`src/rtl/hzd_pkg.sv`:
```
// Shared widths, codes and descriptor type of the hazard interlock.
// Assumes 4-bit instruction codes and 4-bit register IDs with ID 8 as "none".
package hzd_pkg;
    localparam int IC_W     = 4;
    localparam int ID_W     = 4;
    localparam int N_STAGES = 5;

    localparam logic [ID_W-1:0] ID_NONE = ID_W'(8);
    localparam logic [IC_W-1:0] IC_NOP  = IC_W'(1);
    localparam logic [IC_W-1:0] IC_LOAD = IC_W'(5);
    localparam logic [IC_W-1:0] IC_POP  = IC_W'(11);

    typedef struct packed {
        logic [IC_W-1:0] icode;
        logic [ID_W-1:0] src_a;
        logic [ID_W-1:0] src_b;
        logic [ID_W-1:0] dst_e;
        logic [ID_W-1:0] dst_m;
    } desc_t;

    localparam int DESC_W = $bits(desc_t);

    localparam desc_t DESC_NOP = '{icode: IC_NOP, src_a: ID_NONE, src_b: ID_NONE,
                                   dst_e: ID_NONE, dst_m: ID_NONE};

    // Action each stage takes while a load/use hazard is present.
    typedef enum logic [1:0] { ACT_PASS, ACT_HOLD, ACT_INSERT } stage_act_e;

    // Stage index: 0 fetch, 1 decode, 2 execute, 3 memory, 4 write-back.
    function automatic stage_act_e hazard_action(input int stage);
        case (stage)
            0, 1:    return ACT_HOLD;
            2:       return ACT_INSERT;
            default: return ACT_PASS;
        endcase
    endfunction
endpackage

```
`src/rtl/hzd_loaduse_det.sv`:
```
// Flags a load/use dependency between the decode and execute instructions.
// Assumes the execute-stage memory destination is only meaningful for loads and pops.
module hzd_loaduse_det
    import hzd_pkg::*;
(
    input  logic [ID_W-1:0] dec_src_a,
    input  logic [ID_W-1:0] dec_src_b,
    input  logic [IC_W-1:0] ex_icode,
    input  logic [ID_W-1:0] ex_dst_m,
    output logic            hazard
);
    logic is_mem_read;
    logic dst_real;
    logic hit_a;
    logic hit_b;

    // Classify the execute instruction and compare its load target with both sources.
    always_comb begin
        is_mem_read = (ex_icode == IC_LOAD) || (ex_icode == IC_POP);
        dst_real    = (ex_dst_m != ID_NONE);
        hit_a       = (ex_dst_m == dec_src_a);
        hit_b       = (ex_dst_m == dec_src_b);
        hazard      = is_mem_read && dst_real && (hit_a || hit_b);
    end
endmodule

```
`src/rtl/hzd_stage_ctrl.sv`:
```
// Expands the hazard flag into per-stage hold and insert controls.
// Assumes the per-stage action table in hzd_pkg; stages never both hold and insert.
module hzd_stage_ctrl
    import hzd_pkg::*;
#(
    parameter int STAGES = N_STAGES
) (
    input  logic              hazard,
    output logic [STAGES-1:0] stall,
    output logic [STAGES-1:0] bubble
);
    for (genvar s = 0; s < STAGES; s++) begin : g_stage
        localparam stage_act_e ACT = hazard_action(s);
        // Drive this stage's controls from its hazard action.
        always_comb begin
            stall[s]  = hazard && (ACT == ACT_HOLD);
            bubble[s] = hazard && (ACT == ACT_INSERT);
        end
    end
endmodule

```
`src/rtl/hzd_pipe_reg.sv`:
```
// Pipeline register with load, hold and insert-no-op modes.
// Assumes stall and bubble are not raised together; bubble wins if they are.
module hzd_pipe_reg #(
    parameter int             W       = 8,
    parameter logic [W-1:0]   NOP_VAL = '0
) (
    input  logic         clk,
    input  logic         rst_n,
    input  logic         stall,
    input  logic         bubble,
    input  logic [W-1:0] d,
    output logic [W-1:0] q
);
    // Update contents by mode: reset/insert no-op, hold, or load.
    always_ff @(posedge clk) begin
        if (!rst_n || bubble) begin
            q <= NOP_VAL;
        end else if (!stall) begin
            q <= d;
        end
    end
endmodule

```
`src/rtl/hzd_pipe_ctrl.sv`:
```
// Top: five stage registers plus load/use interlock control.
// Assumes forwarding elsewhere resolves every other dependency; index 0 is fetch.
module hzd_pipe_ctrl
    import hzd_pkg::*;
#(
    parameter int PC_W = 8
) (
    input  logic                clk,
    input  logic                rst_n,
    input  logic [PC_W-1:0]     fet_pc,
    input  logic [DESC_W-1:0]   fet_desc,
    output logic [PC_W-1:0]     pc_f,
    output logic [DESC_W-1:0]   desc_d,
    output logic [DESC_W-1:0]   desc_e,
    output logic [DESC_W-1:0]   desc_m,
    output logic [DESC_W-1:0]   desc_w,
    output logic [N_STAGES-1:0] stage_stall,
    output logic [N_STAGES-1:0] stage_bubble,
    output logic                load_use
);
    localparam int N_DESC = N_STAGES - 1;

    desc_t stage_d [1:N_DESC];
    desc_t stage_q [1:N_DESC];

    // Fetch register holds the program counter.
    hzd_pipe_reg #(.W(PC_W), .NOP_VAL('0)) u_freg (
        .clk    (clk),
        .rst_n  (rst_n),
        .stall  (stage_stall[0]),
        .bubble (stage_bubble[0]),
        .d      (fet_pc),
        .q      (pc_f)
    );

    // Descriptor registers, decode through write-back, chained.
    for (genvar s = 1; s <= N_DESC; s++) begin : g_desc
        if (s == 1) begin : g_first
            assign stage_d[s] = desc_t'(fet_desc);
        end else begin : g_next
            assign stage_d[s] = stage_q[s-1];
        end
        hzd_pipe_reg #(.W(DESC_W), .NOP_VAL(DESC_NOP)) u_reg (
            .clk    (clk),
            .rst_n  (rst_n),
            .stall  (stage_stall[s]),
            .bubble (stage_bubble[s]),
            .d      (stage_d[s]),
            .q      (stage_q[s])
        );
    end

    hzd_loaduse_det u_det (
        .dec_src_a (stage_q[1].src_a),
        .dec_src_b (stage_q[1].src_b),
        .ex_icode  (stage_q[2].icode),
        .ex_dst_m  (stage_q[2].dst_m),
        .hazard    (load_use)
    );

    hzd_stage_ctrl #(.STAGES(N_STAGES)) u_ctrl (
        .hazard (load_use),
        .stall  (stage_stall),
        .bubble (stage_bubble)
    );

    assign desc_d = stage_q[1];
    assign desc_e = stage_q[2];
    assign desc_m = stage_q[3];
    assign desc_w = stage_q[4];
endmodule

```
`config.mk`:
```
export PLATFORM = sky130hd
export DESIGN_NAME = hzd_pipe_ctrl
export DESIGN_NICKNAME = d
export VERILOG_FILES = /design/src/rtl/hzd_pkg.sv /design/src/rtl/hzd_loaduse_det.sv /design/src/rtl/hzd_stage_ctrl.sv /design/src/rtl/hzd_pipe_reg.sv /design/src/rtl/hzd_pipe_ctrl.sv
export SDC_FILE = /design/constraint.sdc
export NUM_CORES = 1
export LEC_CHECK = 0
export ABC_AREA = 1
export BUFFER_PORTS_ARGS = -buffer_cell sky130_fd_sc_hd__buf_4
export CORE_MARGIN = 4
export CORE_UTILIZATION = 47
export CTS_CLUSTER_SIZE = 25
export DETAILED_ROUTE_END_ITERATION = 16
export PLACE_DENSITY = 0.74
export SYNTH_ARGS = -nofsm -noshare
export SYNTH_HDL_FRONTEND = slang
export SYNTH_SLANG_ARGS = --single-unit
```
`constraint.sdc`:
```
create_clock -name clk -period 1.85 [get_ports clk]
set_input_delay 0.2775 -clock clk [delete_from_list [all_inputs] [get_ports clk]]
set_output_delay 0.2775 -clock clk [all_outputs]
set_load 0.05 [all_outputs]
```
**Word-level counts from Yosys, hierarchy flattened**

Index checks and enable logic that the tools add are counted.

- Flip-flop bits (word level): 88
- Input bits: 30
- Output and inout bits: 99
- Logic and storage cells: 16

- Equal/unequal tests: 5
- Reduce and logical (&&, ||, !) cells: 6

Operator list:

| cell | count |
|---|---|
| 4-bit == test | 2 |
| 4-bit by 3-bit == test with 1-bit output, second input constant | 1 |
| 4-bit == test, second input constant | 1 |
| 4-bit inequality test, second input constant | 1 |
| 1-bit logical OR | 3 |
| 1-bit logical AND | 2 |
| 1-bit zero test | 1 |

**Logic depth before layout (Yosys ltp)**

Gate-level depths: netlist of the first run.

- Depth after elaboration: 5
- Gate-level depth with buffers: 10
- Gate-level depth less buffers: 9

**Modules after synthesis**

From an unflattened synthesis of the first run, not the netlist that was laid out.

- Cells, all modules: 452
- Area total of the unflattened synthesis: 3547.2 um^2

Modules (own cells, without submodules):

| module | times used | cells each | area each (um^2) | sequential area each (um^2) |
|---|---|---|---|---|
| hzd_pipe_reg at g_desc[1].u_reg ... | 4 | 89 | 745.7 | 400.4 |
| hzd_pipe_reg at u_freg | 1 | 36 | 282.8 | 160.2 |
| hzd_loaduse_det | 1 | 49 | 202.7 | 0.0 |
| hzd_stage_ctrl | 1 | 11 | 78.8 | 0.0 |

**Worst setup path after synthesis of the first run**

No wires, ideal clock.

- Path type: register to output
- From: register g_desc[2].u_reg.q[3]
- To: output port stage_bubble[2]
- Arrival time: 2047 ps
- Required time: 1572 ps
- Setup slack: -475 ps
- Cell stages (with the launch flop): 11
- Buffers on the path: 2
- Cells stage by stage: dfxtp_1 inv_1 nand2_1 nand2_1 nor2_1 nand2_1 nand2_2 nand2_2 buf_6 inv_1 buf_4

- Word-level cells in the longest chain between the ends: 3
- Elaborated cells between the ends (all ways): 6
- Those cells by class: 3 x eq/ne; 3 x reduce/logical

RTL lines:

| element | line | source |
|---|---|---|
| from (decl) | hzd_pipe_reg.sv:12 | `output logic [W-1:0] q` |
| from (signal assigned) | hzd_pipe_reg.sv:17 | `q <= NOP_VAL;` |
| from (signal assigned) | hzd_pipe_reg.sv:19 | `q <= d;` |
| 4-bit inequality test, or another cell as far along | hzd_loaduse_det.sv:20 | `dst_real = (ex_dst_m != ID_NONE);` |
| 1-bit logical AND / 1-bit logical OR (equally long branches) | hzd_loaduse_det.sv:23 | `hazard = is_mem_read && dst_real && (hit_a \|\| hit_b);` |
| 1-bit logical AND (*) | hzd_loaduse_det.sv:23 |  |
| to (decl) | hzd_pipe_ctrl.sv:18 | `output logic [N_STAGES-1:0] stage_bubble,` |

Mark *: on every way between the ends. The rest lies on a longest branch, timed or not.

**Worst setup path after layout of the first run**

- From: register g_desc[1].u_reg.q[14]
- To: output port stage_stall[0]

- Word-level cells in the longest chain between the ends: 3

RTL lines:

| element | line | source |
|---|---|---|
| from (decl) | hzd_pipe_reg.sv:12 |  |
| from (signal assigned) | hzd_pipe_reg.sv:17 |  |
| from (signal assigned) | hzd_pipe_reg.sv:19 |  |
| 4-bit == test | hzd_loaduse_det.sv:21 | `hit_a = (ex_dst_m == dec_src_a);` |
| 1-bit logical OR | hzd_loaduse_det.sv:23 |  |
| 1-bit logical AND | hzd_loaduse_det.sv:23 |  |
| to (decl) | hzd_pipe_ctrl.sv:17 | `output logic [N_STAGES-1:0] stage_stall,` |

Every way passes these cells.

==> results.md, run 1 <==
* CP Data Required Time at 1.57 ns
* # diodes at 0
* Fraction of layout cells with a size suffix above 1 at about a third
* Htree depth at 3
* Crit path cell chain: inv_1, nand2_1, nand2_1, nor2_1, nand2_1, nand2_2, nand2_4, clkinvlp_4, buf_8
* Cts bufs inserted at 9
* Max cap viols at 0
* CP arrival at approximately 1.6 ns
* Multi-input logic area at ~940 um^2
* Drc violations at 0
* CP Capture Type: primary output
* First-pass GRT wire length at ~11 mm
* Final hold vios at 0
* Total chip power at 4.24 mW
* F_max at between 500 and 600 MHz
* Clk_skew at approximately 0.0094 ns
* Area growth syn-to-layout at 40.4%
* Die width at slightly below 90 um
* Startpoint Class: register
* Fin area at 4370 um^2
* Crit path largest cell delay at approximately 0.36 ns
* Cts hold-fix bufs at 0
* Pins Over Slew Limit at 0
* RSZ-0062 raised after global routing: yes
* Die area at approximately 8000 um^2
* Num rows at 29
* Port bufs at 121
* Initial DRC count at around 140
* Top cell by count, worst path: nand2_1
* CTS tree: done
* Final Cycle Share at between 90% and 100%
* Vias/cell at roughly 4.5
* Post-DP HPWL at approximately 5 mm
* Largest net degree at the start of global routing at 52
* Vias at 2646
* Post-synthesis sequential area ratio at around 57%
* Outcome: completed
* Syn Std Cell Area at between 3000 and 4000 um^2
* Vias in the first global route at 2307
* Root buf cell: clkbuf_8
* Register Area at 1820 um^2
* Initial antenna violation count at 0
* Total track usage at between 15 and 20%
* Leak pwr at approximately 2.4 nW
* Final min period at about 1.8 ns
* Clk pin slew, worst setup/hold paths at ~0.090 ns
* CTS max path bufs at 2
* Io pins at roughly 130
* Peak VDD IR at 0.674 mV
* Min-delay worst type: primary input to register
* RePlAce Congestion at between 0.8 and 0.9
* Cell Pwr Density at 972 nW/um^2
* CP Class: register to primary output
* Util after Layout at between 60% and 70%
* Clk_lat worst skew at 0.34 ns
* Synthesized area per cell at between 7 and 8 um^2
* Final setup vio count at 0
* Nets@finish at 540
* Clock Sinks at between 80 and 90
* Synthesis warning total at 0
* Post-Route WL at approximately 7.0 mm
* FF+latch count, synth at 88
* Worst Path Max Fanout at 4
* Core Region at approximately 6400 um^2
* CP max-delay cell: dfxtp_4
* # fillers at roughly 530
* Starting Density at 48.7%
* Synth cell types at 17
* GRT overflow at 0
* Synthesized instance count at approximately 400
* Die Y at about 90 um
* Post-DRT Antenna Nets at 0
* Placed cell area at 4070 um^2
* TritonRoute pass-1 iters at 5
* WL/cell at between 10 and 15 um
## where the power goes
part / total [mW] / switching, mW / internal, mW
Sequential: 2.02 / 0.0550 / 1.96
Clock: 1.44 / 0.680 / 0.765
Combinational: 0.781 / 0.543 / 0.239
## cells in the mapped netlist, drive strengths merged
master	number	area share [%]
inv	70	8.4
conb	1	0.12
nand3b	3	0.72
nand2	98	12
a21boi	1	0.60
dfxtp	88	57
clkbuf	8	0.97
buf	22	5.1
a21oi	23	3.7
nand4	1	0.20
nor2	45	5.4
nand3	36	5.8
## cells by family (layout without fill, tap and decap cells)
kind of cell           after synthesis  count (layout)  share of synthesized area, %
AO/OA/AOI/OAI                       24              24                          4.30
flip-flops                          88              88                          56.6
other                                1               7                         0.121
AND/OR/NAND/NOR                    183             183                          24.4
buffers and inverters              100             213                          14.6
## path summary, 6_finish.rpt
| check | slack (ns) | cells after the start | to | from |
|---|---|---|---|---|
| hold reg to reg | 0.43 | 2 | g_desc[4].u_reg.q[13] | g_desc[3].u_reg.q[13] |
| hold / removal | 0.13 | 3 | g_desc[1].u_reg.q[16] | fet_desc[16] |
| setup / recovery | 0.02 | 9 | stage_stall[0] | g_desc[1].u_reg.q[14] |
| setup reg to reg | 0.26 | 7 | g_desc[1].u_reg.q[17] | g_desc[2].u_reg.q[18] |
## per-layer routing
| metal | GRT usage (%) | wire length [um] | vias to the layer above |
|---|---|---|---|
| li1 | - | - | 1389 |
| met1 | 21.7 | 2920 | 1159 |
| met2 | 26.9 | 3340 | 86 |
| met3 | 5.35 | 612 | 12 |
| met4 | 9.07 | 119 | 0 |
| met5 | 0 | 0 | - |
## area by class of cell
type,instances,area share (%)
inverter,70,6.16
multi-input combinational,214,21.5
clock buffer,11,3.72
tap,77,2.21
clock inverter,5,1.55
sequential,88,41.7
timing repair buffer,127,23.1
## timing repair
item                                    CTS  global route
cloned                                    0             0
gates resized for setup                   1            24
buffers inserted                          0             2
endpoints found under the setup margin    4             4
pin swaps                                 0             8
## registers in the layout, indices dropped and copies added (netlist names)
register,count
u_freg.q,8
g_desc.u_reg.q,80
## layout by cell type (no fill, tap or decap)
cell        count
nand4_1         1
dfxtp_1        72
buf_12          2
nor2_1         42
clkbuf_8       10
inv_8           1
nand2_1        91
dfxtp_4        16
clkinv_4        1
inv_4           1
inv_1          59
nand3b_1        3
nor2_2          3
a21boi_4        1
buf_8           4
inv_6           2
clkinvlp_4      1
nand3_1        36
bufinv_16       1
a21oi_1        23
buf_4         121
conb_1          7
nand2_4         2
inv_2           9
clkbuf_16       1
nand2_2         5
## worst max-delay path, delay by kind of cell, from the launching register on
family | cells | cell delay, ns
and+or+nand+nor | 6 | 0.41
buffers and inverters | 3 | 0.46
DFF | 1 | 0.36
## through the flow
stage	instances	hold slack (ns)	setup slack (ns)	TNS, ns
2_1_floorplan	402	0.390	0.00454	0
3_3_place_gp	574	0.409	0.292	0
3_5_place_dp	574	0.420	0.303	0
4_1_cts	590	0.113	-0.0244	-0.0890
5_1_grt	592	0.109	-0.110	-0.434
6_report	592	0.135	0.0160	0
(Power assumes the default switching activity.)
==> inputs of run 2 (changes only) <==
ABC_AREA = 0   (was 1)
PLACE_DENSITY = 0.75   (was 0.74)
==> run 2 against run 1 <==
The flow now finishes with violations (setup timing). Global-route usage shrank 0.28 points. Synthesized cell count fell by 30%. Sequential power barely moved. Sequential share of layout area decreased by 0.64 points. First-iteration DRC count is 34% lower. Clock skew increased by 0.0018 ns. Die area shrank 3.5%. Non-clock buffer count grew 5. Total power shrank 2.2%. Worst hold slack better by 0.031 ns. Critical path type unchanged. Largest power group unchanged.
==> results.md, run 2 <==
* Peak VDD IR at between 0.6 and 0.7 mV
* Die area at between 7000 and 8000 um^2
* Cts bufs inserted at 9
* Vias in the first global route at 2019
* Synthesis warning total at 0
* Outcome: finished with violations
* Htree depth at 3
* Post-synth EDFFs at 0
* Clock Sinks at about 90
* Worst Slack Setup Final at -0.110 ns
* Max reg flops at 80
* Leak pwr at a little under 2 nW
* Largest net degree at the start of global routing at 70
* Post-synthesis sequential area ratio at 58.9%
* Vias at roughly 2200
* CP Data Required Time at 1.57 ns
* Starting Density at between 40% and 50%
* Final hold vios at 0
* Startpoint Class: register
* Area growth syn-to-layout at 46.2%
* First-pass GRT wire length at around 10 mm
* Post-DP HPWL at about 4.6 mm
* Area contributors post-synth: dfxtp_1 (59%), mux2i_1 (9.4%), and2_1 (6.3%), nand2_1 (5.9%), and3b_1 (4.7%)
* F_max at just over 500 MHz
* Clock group share of total power at about a third
* RSZ-0062 raised after global routing: yes
* Switch Pwr at roughly 1.2 mW
* Cell Pwr Density at ~950 nW/um^2
* Synthesized instance count at approximately 280
* Most instantiated cells after synthesis: dfxtp_1 (88), nand2_1 (47), and2_1 (30), mux2i_1 (28), and3b_1 (16)
* Met3 GRT Util at around 5.4%
* Root buf cell: clkbuf_8
* Port bufs at around 120
* Comb power frac at about 16%
* Share of the synthesized area in the top cell type at 58.9%
* Clk_lat worst skew at 0.35 ns
* FF+latch count, synth at 88
* Fraction of layout cells with a size suffix above 1 at 42.9%
* Most numerous cell in the Yosys netlist: dfxtp_1
* Post-synth ARST share at 0%
* Crit path largest cell delay at roughly 0.37 ns
* Worst slack, placed at between 0.1 and 0.15 ns
* Initial DRC count at between 80 and 90
* # diodes at 0
* CP max-delay cell: dfxtp_4
* M1 GR Usage at around a fifth
* RePlAce Congestion at approximately 0.7
* Syn Std Cell Area at approximately 3000 um^2
* Die width at around 90 um
* Core Region at roughly 6100 um^2
* CP delay by family, top: buffers and inverters
* Worst Path Max Fanout at 6
* WL/cell at about 14 um
* Die Y at a little under 90 um
* Synthesized area per cell at approximately 11 um^2
* Placed cells at about 460
* CP Capture Type: primary output
* Final Cycle Share at 106%
* Internal cell power at between 2 and 3 mW
* CP arrival at around 1.7 ns
* Largest reg by FF count: g_desc.u_reg.q
* Min-delay worst type: primary input to register
* CP Class: register to primary output
* Final min period at between 1.5 and 2 ns
* Num rows at 28
* Total track usage at between 10% and 20%
* GRT busiest layer: met2
* Initial antenna violation count at 0
* Commonest cells after routing, fill and taps aside: buf_4 (125), dfxtp_1 (73), nand2_1 (47)
* Final non-filler cell total at between 400 and 500
* CP bufs+invs at 3
* Commonest non-fill, non-tap cell in the layout: buf_4
* Share of power burned in registers at 48.8%
* Top cell by count, worst path: buf_12
* Clk pin slew, worst setup/hold paths at approximately 0.09 ns
* TritonRoute pass-1 iters at 4
* Crit path cell chain: buf_4, xnor2_2, nand4_1, a211oi_4, buf_12, buf_12
* Ys flop type: dfxtp_1
* Total chip power at slightly above 4 mW
* Net Sw Frac at 28.3%
* GR Util met2 at between 20 and 30%
* Drc violations at 0
* Nets@finish at roughly 430
* GRT overflow at 0
* Clk_skew at 0.0112 ns
* Post-DRT Antenna Nets at 0
* Biggest regs: g_desc.u_reg.q x80, u_freg.q x8
* Post-Route WL at around 6.5 mm
* Max cap viols at 0
* Io pins at between 100 and 150
* Final setup vio count at 40
* Yosys top cell by area: dfxtp_1
* CTS max path bufs at 2
* Vias/cell at between 4 and 5
* Pins Over Slew Limit at 0
* CTS tree: done
* Synth cell types at 20
* Failing checks: setup timing
[run 2: cell types whose count changed in the layout (fill, tap and decap cells not counted), sizes merged, moves of 5 or more]
cell / before / now
buf: 127 / 132
nand2: 98 / 47
mux2i: 0 / 28
and3b: 0 / 16
nand2b: 0 / 9
inv: 72 / 3
a21oi: 23 / 1
nor2b: 0 / 10
and2: 0 / 30
or3b: 0 / 5
xnor2: 0 / 8
nand3: 36 / 0
nor2: 45 / 1
[run 2: cell families after synthesis]
| group | Yosys count | share of synthesized area [%] |
|---|---|---|
| DFF | 88 | 58.9 |
| buffers and inverters | 29 | 5.27 |
| AOI/OAI and AO/OA | 3 | 1.13 |
| other | 1 | 0.125 |
| and+or+nand+nor | 120 | 22.8 |
| xor gates and xnor gates | 8 | 2.34 |
| muxes | 28 | 9.37 |
[run 2: timing repair]
action | 4_1_cts | 5_1_grt
setup buffers | 6 | 1
endpoints found under the setup margin | 4 | 40
pin swaps | 3 | 3
hold buffers | 0 | 0
resized for setup | 19 | 4
[run 2: tightest hold or removal path, delay by kind of cell]
family	cells	cell delay [ns]
multiplexers	1	0.05
AND/OR/NAND/NOR	1	0.04
buffers and inverters	1	0.11
[run 2: stage by stage]
step	util [%]	instance area, um^2	hold slack [ns]	TNS (ns)
final	72.1	4370	0.166	-2.01
after global routing	72.1	4370	0.160	-5.61
after CTS	71.5	4330	0.147	-0.689
after detailed placement	65.4	3970	0.423	0
after global placement	65.4	3970	0.418	0
after floorplan	-	3050	0.409	0
[run 2: path summary, 6_finish.rpt]
| path | start | to | slack (ns) | cells after the start |
|---|---|---|---|---|
| max | g_desc[2].u_reg.q[1] | stage_stall[0] | -0.11 | 6 |
| min | fet_desc[13] | g_desc[1].u_reg.q[13] | 0.17 | 3 |
| max reg2reg | g_desc[2].u_reg.q[1] | g_desc[2].u_reg.q[8] | -0.08 | 8 |
| min reg2reg | g_desc[3].u_reg.q[16] | g_desc[4].u_reg.q[16] | 0.44 | 1 |
[run 2: power by group through the flow]
stage	registers, mW	clock network, mW	logic (mW)
after floorplan	2.32	0	0.183
after global placement	2.07	0	0.634
after detailed placement	2.07	0	0.642
after CTS	2.02	1.49	0.667
after global routing	2.04	1.58	0.704
final	2.03	1.45	0.670
[run 2: layer usage]
layer | vias to the layer above | wire length (um)
li1 | 1111 | -
met1 | 979 | 2600
met2 | 71 | 3330
met3 | 4 | 525
met4 | 0 | 57
met5 | - | 0
[run 2: area by class of cell]
type / count / area (um^2)
Sequential cell: 88 / 1800
Fill cell: 462 / 1690
Multi-Input combinational cell: 166 / 1170
Timing Repair Buffer: 132 / 1080
Clock buffer: 9 / 124
Clock inverter: 7 / 103
Tap cell: 75 / 93.8
Inverter: 1 / 3.75
==> inputs of run 3 (changes only) <==
CTS_CLUSTER_SIZE = not set   (was 25)
SKIP_LAST_GASP = 1   (was not set)
==> run 3 against run 2 <==
The run still ends with setup timing left. Critical path depth unchanged. Clock skew unchanged. Final area unchanged. Sequential cell count unchanged. Sequential share of layout area unchanged.
==> results.md, run 3 (synthesis gave the netlist of run 2 again) <==
* F_max at between 500 and 600 MHz
* CTS tree: done
* Num rows at 28
* Area growth syn-to-layout at 46.2%
* RePlAce Congestion at 0.716
* Core Region at between 6000 and 7000 um^2
* Final setup vio count at 40
* Io pins at between 100 and 150
* Nets@finish at 428
* Root buf cell: clkbuf_8
* Clk_lat worst skew at 0.35 ns
* Biggest regs: g_desc.u_reg.q x80, u_freg.q x8
* RSZ-0062 raised after global routing: yes
* Internal cell power at 2.98 mW
* Leak pwr at 1.97 nW
* CP Capture Type: primary output
* Cts bufs inserted at 9
* CP Data Required Time at between 1.5 and 2 ns
* R2R cell count at 8
* Fraction of layout cells with a size suffix above 1 at approximately 43%
* Largest reg by FF count: g_desc.u_reg.q
* Worst Path Max Fanout at 6
* Post-DP HPWL at roughly 4.6 mm
* Cts hold-fix bufs at 0
* CTS max path bufs at 2
* Register Area at approximately 1800 um^2
* Comb power frac at between 10% and 20%
* Initial antenna violation count at 0
* Clock Sinks at 88
* Peak VDD IR at ~0.69 mV
* Pins Over Slew Limit at 0
* Commonest non-fill, non-tap cell in the layout: buf_4
* Net Sw Frac at about 28%
* Min-delay worst type: primary input to register
* Port bufs at roughly 120
* Final hold vios at 0
* WL/cell at approximately 14 um
* Multi-input logic area at approximately 1200 um^2
* Final min period at a little under 2 ns
* Clk_skew at 0.0112 ns
* Failing checks: setup timing
* TritonRoute pass-1 iters at 4
* Drc violations at 0
* Max reg flops at 80
* Max cap viols at 0
* Die width at 87.8 um
* Share of power burned in registers at between 40% and 50%
* Clock group share of total power at approximately a third
* Htree depth at 3
* Post-DRT Antenna Nets at 0
* Vias/cell at between 4 and 5
* Post-Route WL at 6.52 mm
* Switch Pwr at 1.17 mW
* Starting Density at 49.3%
* CP arrival at between 1.5 and 2 ns
* Startpoint Class: register
* Largest net degree at the start of global routing at 70
* Clk pin slew, worst setup/hold paths at 0.09 ns
* Worst Slack Setup Final at -0.110 ns
* Total track usage at 17.1%
* Vias at about 2200
* Vias in the first global route at 2019
* Setup TNS at -2.01 ns
* First-pass GRT wire length at between 9 and 10 mm
* Cell Pwr Density at between 900 and 1000 nW/um^2
* Hold depth at 3
* Die Y at roughly 88 um
* # diodes at 0
* Commonest cells after routing, fill and taps aside: buf_4 (125), dfxtp_1 (73), nand2_1 (47)
* GRT overflow at 0
* Worst slack, placed at 0.142 ns
* Die area at approximately 7700 um^2
* # fillers at around 460
* CP Class: register to primary output
* Outcome: finished with violations
* Initial DRC count at ~90
* Final Cycle Share at 106%
run 3: power by group through the flow:
stage / combinational (mW) / sequential [mW] / clock, mW
4_1_cts: 0.667 / 2.02 / 1.49
6_report: 0.670 / 2.03 / 1.45
2_1_floorplan: 0.183 / 2.32 / 0
3_5_place_dp: 0.642 / 2.07 / 0
3_3_place_gp: 0.634 / 2.07 / 0
5_1_grt: 0.704 / 2.04 / 1.58
run 3: metal layers:
layer  vias to the layer above  global-route usage (%)  part of all wire [%]
li1                       1111                       -                     -
met1                       979                    20.3                    40
met3                         4                    5.36                   8.1
met5                         -                       0                     0
met4                         0                    8.37                  0.87
met2                        71                    28.0                    51
run 3: final cells by class:
type | count | area share [%]
clock buffers | 9 | 2.83
clock inverters | 7 | 2.35
well taps | 75 | 2.15
multi-input cells | 166 | 26.8
inverters | 1 | 0.0859
flip-flops and latches | 88 | 41.1
repair buffers | 132 | 24.7
run 3: metrics by stage:
step | hold slack (ns) | area [um^2] | std cells | power, mW | util (%)
global route | 0.160 | 4370 | 478 | 4.32 | 72.1
floorplan | 0.409 | 3050 | 283 | 2.51 | -
CTS | 0.147 | 4330 | 477 | 4.18 | 71.5
detailed placement | 0.423 | 3970 | 455 | 2.71 | 65.4
global placement | 0.418 | 3970 | 455 | 2.70 | 65.4
finish | 0.166 | 4370 | 478 | 4.15 | 72.1
run 3: repair_timing:
item	CTS	global route
pin swaps	3	3
gates resized for setup	19	4
setup endpoints to repair	4	40
buffers inserted	6	1
run 3: path summary, 6_finish.rpt:
| path | end | slack (ns) | from |
|---|---|---|---|
| setup / recovery | stage_stall[0] | -0.11 | g_desc[2].u_reg.q[1] |
| hold reg to reg | g_desc[4].u_reg.q[16] | 0.44 | g_desc[3].u_reg.q[16] |
| setup reg to reg | g_desc[2].u_reg.q[8] | -0.08 | g_desc[2].u_reg.q[1] |
| hold / removal | g_desc[1].u_reg.q[13] | 0.17 | fet_desc[13] |
run 3: worst max-delay path, cell delays in order, from the launching register on:
cell and delay, ns:
dfxtp_4 0.37, buf_4 0.14, xnor2_2 0.11, nand4_1 0.16, a211oi_4 0.27, buf_12 0.17
buf_12 0.14
